File: config.mk
export PLATFORM = sky130hd
export DESIGN_NAME = irq_dual_mode_ctrl
export DESIGN_NICKNAME = d
export VERILOG_FILES = /design/src/rtl/irq_ctrl_pkg.sv /design/src/rtl/irq_qualify.sv /design/src/rtl/irq_pick.sv /design/src/rtl/irq_dual_mode_ctrl.sv
export SDC_FILE = /design/constraint.sdc
export NUM_CORES = 1
export LEC_CHECK = 0
export CAP_MARGIN = 10
export CORE_ASPECT_RATIO = 1.75
export CORE_UTILIZATION = 30
export DETAILED_ROUTE_END_ITERATION = 6
export PLACE_DENSITY = 0.61
export SLEW_MARGIN = 30
export SYNTH_ARGS = -nofsm -noshare
export SYNTH_HDL_FRONTEND = slang
export SYNTH_HIERARCHICAL = 1
export SYNTH_SLANG_ARGS = --single-unit
File: constraint.sdc
create_clock -name clk -period 16.11 [get_ports clk]
set_input_delay 3.222 -clock clk [delete_from_list [all_inputs] [get_ports clk]]
set_output_delay 3.222 -clock clk [all_outputs]
set_load 0.01 [all_outputs]
File: src/rtl/irq_ctrl_pkg.sv
package irq_ctrl_pkg;

  // Byte address of a vector-table slot: base plus four bytes per entry.
  function automatic logic [31:0] vec_slot_addr(input logic [31:0] base,
                                                input logic [31:0] num);
    return base + (num << 2);
  endfunction

  // Mask level loaded after acceptance: the winner's level, saturated to the field width.
  function automatic logic [7:0] next_mask_level(input logic [7:0] won_lvl,
                                                 input logic [7:0] lvl_max);
    return (won_lvl > lvl_max) ? lvl_max : won_lvl;
  endfunction

endpackage

File: src/rtl/irq_qualify.sv
module irq_qualify #(
  parameter int N_SRC = 8,
  parameter int LVL_W = 3
) (
  input  logic                   mode_sel,
  input  logic                   mask_i,
  input  logic [LVL_W-1:0]       mask_lvl,
  input  logic [N_SRC-1:0]       src_req,
  input  logic [N_SRC-1:0]       src_en,
  input  logic [N_SRC*LVL_W-1:0] src_lvl,
  output logic [N_SRC-1:0]       elig
);

  for (genvar g = 0; g < N_SRC; g++) begin : g_src
    logic [LVL_W-1:0] lvl_g;
    logic             raised;
    logic             pass_mask;

    assign lvl_g     = src_lvl[g*LVL_W +: LVL_W];
    assign raised    = src_req[g] & src_en[g];
    assign pass_mask = mode_sel ? (lvl_g > mask_lvl) : ~mask_i;
    assign elig[g]   = raised & pass_mask;
  end

endmodule

File: src/rtl/irq_pick.sv
module irq_pick #(
  parameter int N_SRC = 8,
  parameter int LVL_W = 3,
  localparam int ID_W = (N_SRC > 1) ? $clog2(N_SRC) : 1
) (
  input  logic                   clk,
  input  logic                   rst_n,
  input  logic                   mode_sel,
  input  logic [N_SRC-1:0]       elig,
  input  logic [N_SRC*LVL_W-1:0] src_lvl,
  output logic                   any_elig,
  output logic [ID_W-1:0]        pick_id,
  output logic [LVL_W-1:0]       pick_lvl
);

  logic [LVL_W-1:0] best_key;
  logic [ID_W-1:0]  best_id;

  // Scanning from the top index down with >= lets the lower index win ties.
  // In fixed mode every key is zero, so the lowest eligible index wins.
  always_comb begin
    best_key = '0;
    best_id  = '0;
    for (int i = N_SRC - 1; i >= 0; i--) begin
      if (elig[i]) begin
        if ((mode_sel ? src_lvl[i*LVL_W +: LVL_W] : '0) >= best_key) begin
          best_key = mode_sel ? src_lvl[i*LVL_W +: LVL_W] : '0;
          best_id  = ID_W'(i);
        end
      end
    end
  end

  assign any_elig = |elig;
  assign pick_id  = best_id;
  assign pick_lvl = src_lvl[best_id*LVL_W +: LVL_W];

  AST_PICK_IS_ELIGIBLE: assert property (@(posedge clk) disable iff (!rst_n)
    any_elig |-> elig[pick_id]);

  AST_PICK_LOWEST_FIXED: assert property (@(posedge clk) disable iff (!rst_n)
    (any_elig && !mode_sel) |-> ((elig & ((N_SRC'(1) << pick_id) - N_SRC'(1))) == '0));

endmodule

File: src/rtl/irq_dual_mode_ctrl.sv
module irq_dual_mode_ctrl #(
  parameter int          N_SRC         = 8,
  parameter int          LVL_W         = 3,
  parameter int          VEC_W         = 16,
  parameter logic [31:0] VEC_BASE      = 32'h0000_0100,
  parameter int          SRC_VEC_FIRST = 16,
  parameter int          NMI_VEC_NUM   = 7,
  localparam int         ID_W          = (N_SRC > 1) ? $clog2(N_SRC) : 1
) (
  input  logic                   clk,
  input  logic                   rst_n,
  input  logic                   mode_sel,
  input  logic [N_SRC-1:0]       src_req,
  input  logic [N_SRC-1:0]       src_en,
  input  logic [N_SRC*LVL_W-1:0] src_lvl,
  input  logic                   nmi_req,
  input  logic                   mask_i,
  input  logic [LVL_W-1:0]       mask_lvl,
  input  logic                   insn_done,
  output logic                   ack,
  output logic                   ack_nmi,
  output logic [ID_W-1:0]        ack_id,
  output logic [LVL_W:0]         ack_lvl,
  output logic [VEC_W-1:0]       ack_vec,
  output logic                   mask_i_set,
  output logic                   mask_lvl_wr,
  output logic [LVL_W-1:0]       mask_lvl_nxt
);
  import irq_ctrl_pkg::*;

  localparam logic [LVL_W:0] NMI_LVL = LVL_W'(1) << LVL_W;
  localparam logic [7:0]     LVL_MAX = 8'((1 << LVL_W) - 1);

  // Named internal events.
  logic [N_SRC-1:0] elig;
  logic             any_elig;
  logic [ID_W-1:0]  pick_id;
  logic [LVL_W-1:0] pick_lvl;
  logic             nmi_req_q;
  logic             nmi_pend_q;
  logic             nmi_rise;
  logic             take_any;
  logic             take_nmi;
  logic [LVL_W:0]   won_lvl;
  logic [31:0]      won_vec_num;

  irq_qualify #(.N_SRC(N_SRC), .LVL_W(LVL_W)) u_qualify (
    .mode_sel (mode_sel),
    .mask_i   (mask_i),
    .mask_lvl (mask_lvl),
    .src_req  (src_req),
    .src_en   (src_en),
    .src_lvl  (src_lvl),
    .elig     (elig)
  );

  irq_pick #(.N_SRC(N_SRC), .LVL_W(LVL_W)) u_pick (
    .clk      (clk),
    .rst_n    (rst_n),
    .mode_sel (mode_sel),
    .elig     (elig),
    .src_lvl  (src_lvl),
    .any_elig (any_elig),
    .pick_id  (pick_id),
    .pick_lvl (pick_lvl)
  );

  // Edge latch for the non-maskable request.
  assign nmi_rise = nmi_req & ~nmi_req_q;

  always_ff @(posedge clk) begin
    if (!rst_n) begin
      nmi_req_q  <= 1'b0;
      nmi_pend_q <= 1'b0;
    end else begin
      nmi_req_q  <= nmi_req;
      nmi_pend_q <= (nmi_pend_q & ~take_nmi) | nmi_rise;
    end
  end

  assign take_nmi    = insn_done & nmi_pend_q;
  assign take_any    = insn_done & (nmi_pend_q | any_elig);
  assign won_lvl     = nmi_pend_q ? NMI_LVL : {1'b0, pick_lvl};
  assign won_vec_num = nmi_pend_q ? 32'(NMI_VEC_NUM) : 32'(SRC_VEC_FIRST) + 32'(pick_id);

  always_ff @(posedge clk) begin
    if (!rst_n) begin
      ack          <= 1'b0;
      ack_nmi      <= 1'b0;
      ack_id       <= '0;
      ack_lvl      <= '0;
      ack_vec      <= '0;
      mask_i_set   <= 1'b0;
      mask_lvl_wr  <= 1'b0;
      mask_lvl_nxt <= '0;
    end else begin
      ack         <= take_any;
      mask_i_set  <= take_any & ~mode_sel;
      mask_lvl_wr <= take_any & mode_sel;
      if (take_any) begin
        ack_nmi      <= take_nmi;
        ack_id       <= take_nmi ? '0 : pick_id;
        ack_lvl      <= won_lvl;
        ack_vec      <= VEC_W'(vec_slot_addr(VEC_BASE, won_vec_num));
        mask_lvl_nxt <= LVL_W'(next_mask_level(8'(won_lvl), LVL_MAX));
      end else begin
        ack_nmi <= 1'b0;
      end
    end
  end

  AST_ACK_AT_BOUNDARY: assert property (@(posedge clk) disable iff (!rst_n)
    ack |-> $past(insn_done));

  AST_ACK_SINGLE_PULSE: assert property (@(posedge clk) disable iff (!rst_n)
    ack && !$past(insn_done, 1) |-> 1'b0);

  AST_ACK_SRC_ENABLED: assert property (@(posedge clk) disable iff (!rst_n)
    (ack && !ack_nmi) |-> ((($past(src_en & src_req) >> ack_id) & N_SRC'(1)) != '0));

  AST_FIXED_MASK_HOLDS: assert property (@(posedge clk) disable iff (!rst_n)
    (ack && !ack_nmi && !$past(mode_sel)) |-> !$past(mask_i));

  AST_LEVEL_ABOVE_MASK: assert property (@(posedge clk) disable iff (!rst_n)
    (ack && !ack_nmi && $past(mode_sel)) |-> (ack_lvl > {1'b0, $past(mask_lvl)}));

  AST_ONE_MASK_UPDATE: assert property (@(posedge clk) disable iff (!rst_n)
    ack |-> (mask_i_set ^ mask_lvl_wr));

  AST_NO_STRAY_UPDATE: assert property (@(posedge clk) disable iff (!rst_n)
    !ack |-> (!mask_i_set && !mask_lvl_wr && !ack_nmi));

  AST_NMI_FIRST: assert property (@(posedge clk) disable iff (!rst_n)
    (insn_done && nmi_pend_q) |=> (ack && ack_nmi));

endmodule

==> flow_summary.yaml, run 1 <==
status:
  outcome: "completed"
cells_and_area:
  final_cell_mix: "clkdlybuf4s50_1, ha_1, nand2_1"
  insertedDiodeCount: 0
  nNetsFinal: 529
  area_growth_syn_to_layout_pct: 27.7
  stdcell_count: 568
  final_area_um2: 3920
  final_common_cell: "clkdlybuf4s50_1"
  drive_gt1_share_pct: 10.8
setup_path:
  rrSetupSlack_ns: 14.79
  cp_max_fo: 14
  reg2reg_from: "nmi_pend_q"
  reg2reg_depth: 2
  cpMostUsedCell: "ha_1"
  max_stage_delay_ns: 0.50
  path_delay_family: "compound AO/OA/AOI/OAI gates"
  cp-startpoint: "mask_lvl[2]"
  crit_path_end_kind: "flop"
  required_ns: 16.25
  worstSetupPathType: "in -> reg"
  cpMaxStageDelayCell: "clkdlybuf4s50_1"
  startpoint_type: "input pin"
  path_buf_inv: 4
  crit_arrival_ns: 15.40
  r2r_end: "mask_i_set"
hold_path:
  hold_depth: 2
  whs_endpoint: "ack_id[1]"
  hold_class: "reg -> reg"
  hp-start: "ack_id[1]"
power:
  p_leak_nw: 1.58
  ir_worst_vdd_v: 0.0000461
  power.density_nw_per_um2: 59.0
detailed_routing:
  dr.first_iter.drc_count: 152
  vias: 3126
  totalWireLength_mm: 9.14
  drcViolationCount: 0
  wl_per_cell_um: 16.1
  route.antenna.remaining_nets: 0
  dr.pass1.iters: 4
  vias_per_cell: 5.50
sta:
  max-slew-margin-rel_pct: 49.1
  setup_tns_ns: 0
  finalCritPeriodShare_pct: 94.7
  fin_hold_ws_ns: 0.468
  min_period_ns: 15.26
  tightest_slew_ns: 0.762
  max_freq_mhz: 65.5
  skew_ns: 0.00512
  slew_viol_final: 0
  setup-violations-final: 0
  hold_violations: 0
clocking:
  cts_tree: "done"
  clock_latency_ns: 0.25
  clockBufferDepth: 2
  cts_root_buf: "clkbuf_16"
  cts.htree.levels: 1
  cts_sinks: 21
  cts.clk_slew.worst_paths_ns: 0.05
  cts_buffers: 3
  ctsHoldBuffers: 0
grt:
  antenna_found_initial: 0
  grt_pass1_wl_mm: 14.4
  grt_pass1_vias: 2993
  grt_usage_pct: 17.0
  grt_max_degree: 46
  grt.overflow.total: 0
floorplan:
  fp.coreArea_um2: 9910
  ioPinCount: 79
  placementRows: 48
  die_h_um: 136
  die-width_um: 78.5
  start_util_pct: 31.0
  die_area_um2: 10700
yosys:
  netlist_area_um2: 3070
  synth-seq-cells: 21
  ys_warn_count: 6
  synthArstFlopShare_pct: 0
  synth_top_family_by_area: "simple AND/OR/NAND/NOR gates"
  synth-compound-area-share_pct: 25.7
  synth_adder_area_share_pct: 15.0
  synth_seq_area_share_pct: 13.7
  synthFlopType: "dfxtp_1"
  synth.area.mux_share_pct: 8.68
  synth_cell_types: 66
  syn_inst: 381
  synth_edf_count: 0
  synth_xor_area_share_pct: 0
  synth-simple-area-share_pct: 27.8
  syn_avg_cell_area_um2: 8.06
place:
  placed_area_um2: 3760
  gp_congestion: 0.928
  dp.cells: 560
  io_buffers: 67
  dp_hpwl_mm: 7.27
job:
  cap_viol_max_count: 0
-- Yosys cell counts, drive strengths merged, types with 4 or more instances --
cell type   n  area (um2)
ha         36         450
nand2      33         124
buf        25         194
o21ai      23         115
nand3      22         115
dfxtp      21         420
mux2i      21         210
a21oi      20         104
inv        20        75.1
nand2b     15        93.8
nor3       14        70.1
nor2       12        55.1
and2       11        68.8
and3        9        67.6
nor2b       9        78.8
a221oi      8         101
a31oi       7        58.8
a32o        6        60.1
nand4       6        37.5
a21bo       5        50.1
mux2        5        56.3
nor4bb      5        50.1
a21o        4        30.0
o211ai      4        30.0
o31ai       4        43.8
-- worst max-delay path by stage --
stage                      endpoint  slack (ns)  depth (start not counted)
floorplan           mask_lvl_nxt[1]        1.83                         64
global placement    mask_lvl_nxt[2]        0.45                         64
detailed placement  mask_lvl_nxt[2]        0.18                         64
CTS                 mask_lvl_nxt[2]        0.39                         64
global route        mask_lvl_nxt[1]      -0.005                         65
finish              mask_lvl_nxt[2]        0.85                         65
-- logic make-up (layout without fill, tap and decap cells) --
logic type | Yosys count | after routing
adders and majority gates | 37 | 37
muxes | 26 | 26
other | 1 | 11
DFF | 21 | 21
and+or+nand+nor | 147 | 147
buffers and inverters | 47 | 99
AOI/OAI and AO/OA | 102 | 102
-- power by group --
| group | switching, mW | total, mW | internal [mW] |
|---|---|---|---|
| combinational | 0.0608 | 0.119 | 0.0582 |
| sequential | 0.00406 | 0.0612 | 0.0571 |
| clock | 0.0173 | 0.0510 | 0.0336 |
-- flip-flops by register name, indices dropped and copies added (netlist names) --
register and flops:
mask_lvl_wr 1, mask_i_set 1, nmi_req_q 1, ack_nmi 1, ack 1, nmi_pend_q 1, ack_id 3, ack_lvl 4
ack_vec 5, mask_lvl_nxt 3
-- worst reg2reg max path, stage by stage (launching register included) --
cell and delay (ns):
dfxtp_1 0.78, o21a_2 0.31, nor3b_2 0.16
-- repair_timing --
action | 4_1_cts | 5_1_grt
setup buffers | 0 | 4
resized for setup | 0 | 13
endpoints found under the setup margin | 0 | 8
-- cell type report --
class                   count  area, um2
fillers                  1029       5990
repair buffers             75        726
clock buffers               4       78.8
well taps                 125        156
multi-input cells         323       2450
inverters                  20       82.6
flip-flops and latches     21        420
-- metal layers --
layer / share of wire (%) / global-route usage [%] / vias up / wire length [um]
met5: 0 / 0 / - / 0
met4: 5.2 / 9.67 / 0 / 477
met3: 3.8 / 0.943 / 30 / 350
met2: 53 / 32.1 / 124 / 4830
met1: 38 / 18.4 / 1433 / 3480
li1: - / - / 1539 / -
-- stage by stage --
| step | util [%] | setup slack (ns) | power, mW |
|---|---|---|---|
| floorplan | - | 1.83 | 0.143 |
| global placement | 38.0 | 0.451 | 0.176 |
| detailed placement | 38.0 | 0.184 | 0.178 |
| CTS | 38.8 | 0.391 | 0.230 |
| global route | 39.5 | -0.00518 | 0.247 |
| finish | 39.5 | 0.854 | 0.231 |
Power figures use the tool's default switching activity.
==> inputs of run 2 (changes only) <==
--- a/config.mk
+++ b/config.mk
@@ -7,8 +7,10 @@
 export LEC_CHECK = 0
 export CAP_MARGIN = 10
 export CORE_ASPECT_RATIO = 1.75
+export CORE_MARGIN = 5
 export CORE_UTILIZATION = 30
 export DETAILED_ROUTE_END_ITERATION = 6
+export HOLD_SLACK_MARGIN = 0.15
 export PLACE_DENSITY = 0.61
 export SLEW_MARGIN = 30
 export SYNTH_ARGS = -nofsm -noshare
==> run 2 against run 1 <==
  * Die area increased by 17%
  * Final area down 1.1%
  * Combinational power about the same
  * Register-to-register slack is essentially flat
  * Critical path type unchanged
  * Largest power group unchanged
==> flow_summary.yaml, run 2 (synthesized netlist as in run 1, its figures left out) <==
status:
  outcome: "completed"
cells_and_area:
  final_cell_mix: "clkdlybuf4s50_1, ha_1, nand2_1"
  register_area_um2: 420
  largest_reg_flops: 5
  nNetsFinal: 527
  drive_gt1_share_pct: 9.30
  multi_input_area_um2: 2430
  fill_cells: 1073
  largest_registers: "ack_vec x5, ack_lvl x4"
  stdcell_count: 568
  area_growth_syn_to_layout_pct: 26.3
  largest-register: "ack_vec"
  insertedDiodeCount: 0
  final_common_cell: "clkdlybuf4s50_1"
sta:
  max_freq_mhz: 65.3
  slew_viol_final: 0
  tightest_slew_ns: 0.746
  grt_setup_unrepaired: "false"
  hold_violations: 0
  max-slew-margin-rel_pct: 50.2
  setup_tns_ns: 0
  min_period_ns: 15.32
  finalCritPeriodShare_pct: 95.1
  setup-violations-final: 0
  skew_ns: 0.00396
grt:
  grt_usage_pct: 14.9
  antenna_found_initial: 0
  grt_max_degree: 44
  grt.overflow.total: 0
  grt_pass1_vias: 3054
  grt_pass1_wl_mm: 15.0
setup_path:
  cpMostUsedCell: "ha_1"
  reg2reg_depth: 2
  crit_path_end_kind: "flop"
  r2r_end: "mask_i_set"
  worstSetupPathType: "in -> reg"
  rrSetupSlack_ns: 14.80
  crit_arrival_ns: 15.45
  cp-startpoint: "src_lvl[23]"
  max_stage_delay_ns: 0.51
  cpMaxStageDelayCell: "clkdlybuf4s50_1"
  crit_path_end: "mask_lvl_nxt[1]"
  reg2reg_from: "nmi_pend_q"
  startpoint_type: "input pin"
  required_ns: 16.25
  cp_max_fo: 14
clocking:
  ctsHoldBuffers: 0
  post-cts-setup-buffers: 0
  cts_tree: "done"
  clockBufferDepth: 2
  cts.clk_slew.worst_paths_ns: 0.06
  cts_sinks: 21
  cts.htree.levels: 1
  cts_root_buf: "clkbuf_16"
  cts_buffers: 3
  clock_latency_ns: 0.25
power:
  intPower_uw: 149
  switching_share_pct: 35.7
  p_seq_share_pct: 26.4
  power.density_nw_per_um2: 59.6
  p_leak_nw: 1.57
  p_sw_uw: 82.4
  ir_worst_vdd_v: 0.0000615
  p_comb_share_pct: 51.1
  clkPwrFrac_pct: 22.5
detailed_routing:
  route.antenna.remaining_nets: 0
  dr.first_iter.drc_count: 172
  drcViolationCount: 0
  vias: 3043
  totalWireLength_mm: 9.37
  vias_per_cell: 5.36
  wl_per_cell_um: 16.5
  dr.pass1.iters: 4
floorplan:
  die-width_um: 86.5
  die_h_um: 144
  placementRows: 49
  fp.coreArea_um2: 10200
  die_area_um2: 12400
  start_util_pct: 30.2
  ioPinCount: 79
hold_path:
  hold_class: "reg -> reg"
place:
  dp_hpwl_mm: 7.72
  io_buffers: 67
  gp_congestion: 0.920
  dp.cells: 564
job:
  cap_viol_max_count: 0
==> run 2: power groups by stage <==
stage | clock (mW) | sequential [mW] | combinational, mW
after floorplan | 0 | 0.0631 | 0.0801
after global placement | 0 | 0.0621 | 0.114
after detailed placement | 0 | 0.0622 | 0.118
after CTS | 0.0526 | 0.0612 | 0.118
after global routing | 0.0543 | 0.0622 | 0.130
final | 0.0519 | 0.0611 | 0.118
==> run 2: worst min-delay path by stage <==
stage / from / endpoint / slack (ns) / depth (start not counted)
after floorplan: nmi_req_q / nmi_pend_q / 0.46 / 2
after global placement: ack_vec[8] / ack_vec[8] / 0.45 / 1
after detailed placement: ack_vec[8] / ack_vec[8] / 0.46 / 1
after CTS: ack_vec[8] / ack_vec[8] / 0.47 / 1
after global routing: ack_id[1] / ack_id[1] / 0.50 / 2
final: ack_vec[8] / ack_vec[8] / 0.47 / 1
==> run 2: metal layers <==
metal / global-route usage [%] / vias up / part of all wire (%) / routed length, um
met2: 28.3 / 86 / 55 / 5130
met4: 6.81 / 0 / 3.8 / 353
met3: 1.03 / 20 / 3.9 / 365
met5: 0 / - / 0 / 0
li1: - / 1533 / - / -
met1: 16.4 / 1404 / 38 / 3520
==> run 2: repair_timing <==
action	CTS	global route
gates resized for setup	0	6
hold endpoints to repair	0	0
setup endpoints to repair	0	6
==> run 2: worst max-delay path: cells and delay by family <==
family	cells	cell delay, ns
fa+ha+maj	8	2.27
mux	7	1.95
compound gates	23	3.80
simple gates	22	3.41
buf+inv	3	0.81
==> run 2: layout make-up <==
type	count	area share, %
multi-input cells	323	62.7
clock buffers	4	2.03
inverters	20	1.94
well taps	127	4.10
flip-flops and latches	21	10.8
repair buffers	73	18.3
==> run 2: through the flow <==
step           hold WS, ns  total power, mW  setup slack, ns  util, %  instance area, um2
6_report             0.466            0.231            0.794     38.1                3870
4_1_cts              0.469            0.232            0.402     37.9                3860
5_1_grt              0.500            0.246           0.0746     38.1                3870
3_3_place_gp         0.450            0.176            0.512     37.1                3780
3_5_place_dp         0.457            0.180            0.209     37.1                3780
2_1_floorplan        0.462            0.143             1.83        -                3110
==> inputs of run 3 (changes only) <==
--- a/config.mk
+++ b/config.mk
@@ -7,11 +7,11 @@
 export LEC_CHECK = 0
 export CAP_MARGIN = 10
 export CORE_ASPECT_RATIO = 1.75
-export CORE_MARGIN = 5
-export CORE_UTILIZATION = 30
+export CORE_MARGIN = 2
+export CORE_UTILIZATION = 51
 export DETAILED_ROUTE_END_ITERATION = 6
 export HOLD_SLACK_MARGIN = 0.15
-export PLACE_DENSITY = 0.61
+export PLACE_DENSITY = 0.9
 export SLEW_MARGIN = 30
 export SYNTH_ARGS = -nofsm -noshare
 export SYNTH_HDL_FRONTEND = slang
==> run 3 against run 2 <==
  * Register-to-register slack lost 0.04 ns
  * Final area shrank 1.7%
  * Fmax shrank 0.36%
  * Die area shrank 46%
  * Clock-buffer cell count is the same
  * Power shrank 7.1%
  * Core utilization grew 27 points
==> flow_summary.yaml, run 3 (synthesized netlist as in run 1, its figures left out) <==
floorplan:
  die_area_um2: 6680
  fp.coreArea_um2: 5830
  die_h_um: 107
  die-width_um: 62.6
  ioPinCount: 79
  placementRows: 37
  start_util_pct: 52.6
cells_and_area:
  insertedDiodeCount: 0
  largest_registers: "ack_vec x5, ack_lvl x4"
  largest-register: "ack_vec"
  final_cell_mix: "clkdlybuf4s50_1, ha_1, nand2_1"
  final_util_pct: 65.3
  largest_reg_flops: 5
  area_growth_syn_to_layout_pct: 24.1
  drive_gt1_share_pct: 10.2
  fill_cells: 537
  final_common_cell: "clkdlybuf4s50_1"
  nNetsFinal: 526
job:
  cap_viol_max_count: 0
setup_path:
  startpoint_type: "input pin"
  path_delay_family: "compound AO/OA/AOI/OAI gates"
  cp_max_fo: 14
  crit_path_end_kind: "flop"
  required_ns: 16.25
  worstSetupPathType: "in -> reg"
  reg2reg_from: "nmi_pend_q"
  cpMostUsedCell: "ha_1"
  reg2reg_depth: 2
  cpMaxStageDelayCell: "clkdlybuf4s50_1"
  rrSetupSlack_ns: 14.76
  r2r_end: "mask_i_set"
  max_stage_delay_ns: 0.50
  crit_arrival_ns: 15.51
  path_buf_inv: 4
grt:
  grt_pass1_wl_mm: 14.2
  grt.overflow.total: 0
  grt_pass1_vias: 3118
  antenna_found_initial: 0
  grt_max_degree: 45
  grt_usage_pct: 26.3
clocking:
  cts_buffers: 3
  clock_latency_ns: 0.25
  cts_root_buf: "clkbuf_8"
  cts_tree: "done"
  cts.clk_slew.worst_paths_ns: 0.07
  clockBufferDepth: 2
  cts.htree.levels: 1
  cts_sinks: 21
hold_path:
  whs_endpoint: "ack_vec[8]"
  hold_depth: 1
  hp-start: "ack_vec[8]"
  hold_class: "reg -> reg"
sta:
  fin_ws_ns: 0.740
  max-slew-margin-rel_pct: 46.0
  finalCritPeriodShare_pct: 95.4
  fin_hold_ws_ns: 0.479
  min_period_ns: 15.37
  max_freq_mhz: 65.1
  skew_ns: 0.00523
  slew_viol_final: 0
  setup-violations-final: 0
  hold_violations: 0
  tightest_slew_ns: 0.807
  setup_tns_ns: 0
power:
  power.density_nw_per_um2: 56.4
  p_leak_nw: 1.54
  ir_worst_vdd_v: 0.0000278
detailed_routing:
  drcViolationCount: 0
  wl_per_cell_um: 17.4
  totalWireLength_mm: 8.99
  vias_per_cell: 6.13
  vias: 3175
  dr.first_iter.drc_count: 211
  dr.pass1.iters: 6
  route.antenna.remaining_nets: 0
status:
  outcome: "completed"
place:
  gp_congestion: 0.955
  dp_hpwl_mm: 7.10
  pre_cts_ws_ns: -0.168
  io_buffers: 67
==> run 3: layout make-up <==
class                      instances  area, um2  area share (%)
inverter                          20       78.8            2.07
multi-input combinational        323       2460            64.7
clock buffer                       4       45.0            1.18
tap                               78       97.6            2.56
sequential                        21        420            11.0
timing repair buffer              72        703            18.5
==> run 3: report_power, final <==
group / internal [mW] / switching [mW] / total (mW)
Sequential: 0.0570 / 0.00411 / 0.0611
Combinational: 0.0582 / 0.0622 / 0.120
Clock: 0.0176 / 0.0155 / 0.0331
Total: 0.133 / 0.0818 / 0.215
==> run 3: worst reg2reg max path, stage by stage, from the launching register on <==
cell and delay (ns):
dfxtp_1 0.82, o21a_2 0.31, nor3b_2 0.15
==> run 3: stage by stage <==
step,cell area [um2],instances,power [mW]
floorplan,3110,391,0.143
global placement,3700,512,0.173
detailed placement,3700,512,0.178
CTS,3740,516,0.211
global route,3810,518,0.229
finish,3810,518,0.215
==> run 3: repair_timing <==
action                     CTS  global route
hold buffers                 0             0
setup buffers                0             2
setup endpoints to repair    0            12
resized for setup            0            14
==> run 3: routing by layer <==
metal  GRT usage [%]  vias up  routed length [um]
li1                -     1532                   -
met1            26.3     1513                3300
met2            52.4      102                4990
met3            1.78       28                 246
met4            14.4        0                 456
met5               0        -                   0
==> run 3: worst max path at each step <==
stage                startpoint               to  slack, ns  depth (start not counted)
global placement    mask_lvl[2]  mask_lvl_nxt[1]       0.06                         65
finish              mask_lvl[2]  mask_lvl_nxt[1]       0.74                         65
floorplan           mask_lvl[2]  mask_lvl_nxt[1]       1.83                         64
detailed placement  mask_lvl[2]  mask_lvl_nxt[1]      -0.17                         65
global route        mask_lvl[2]  mask_lvl_nxt[1]      -0.16                         65
CTS                 mask_lvl[2]  mask_lvl_nxt[1]       0.05                         65
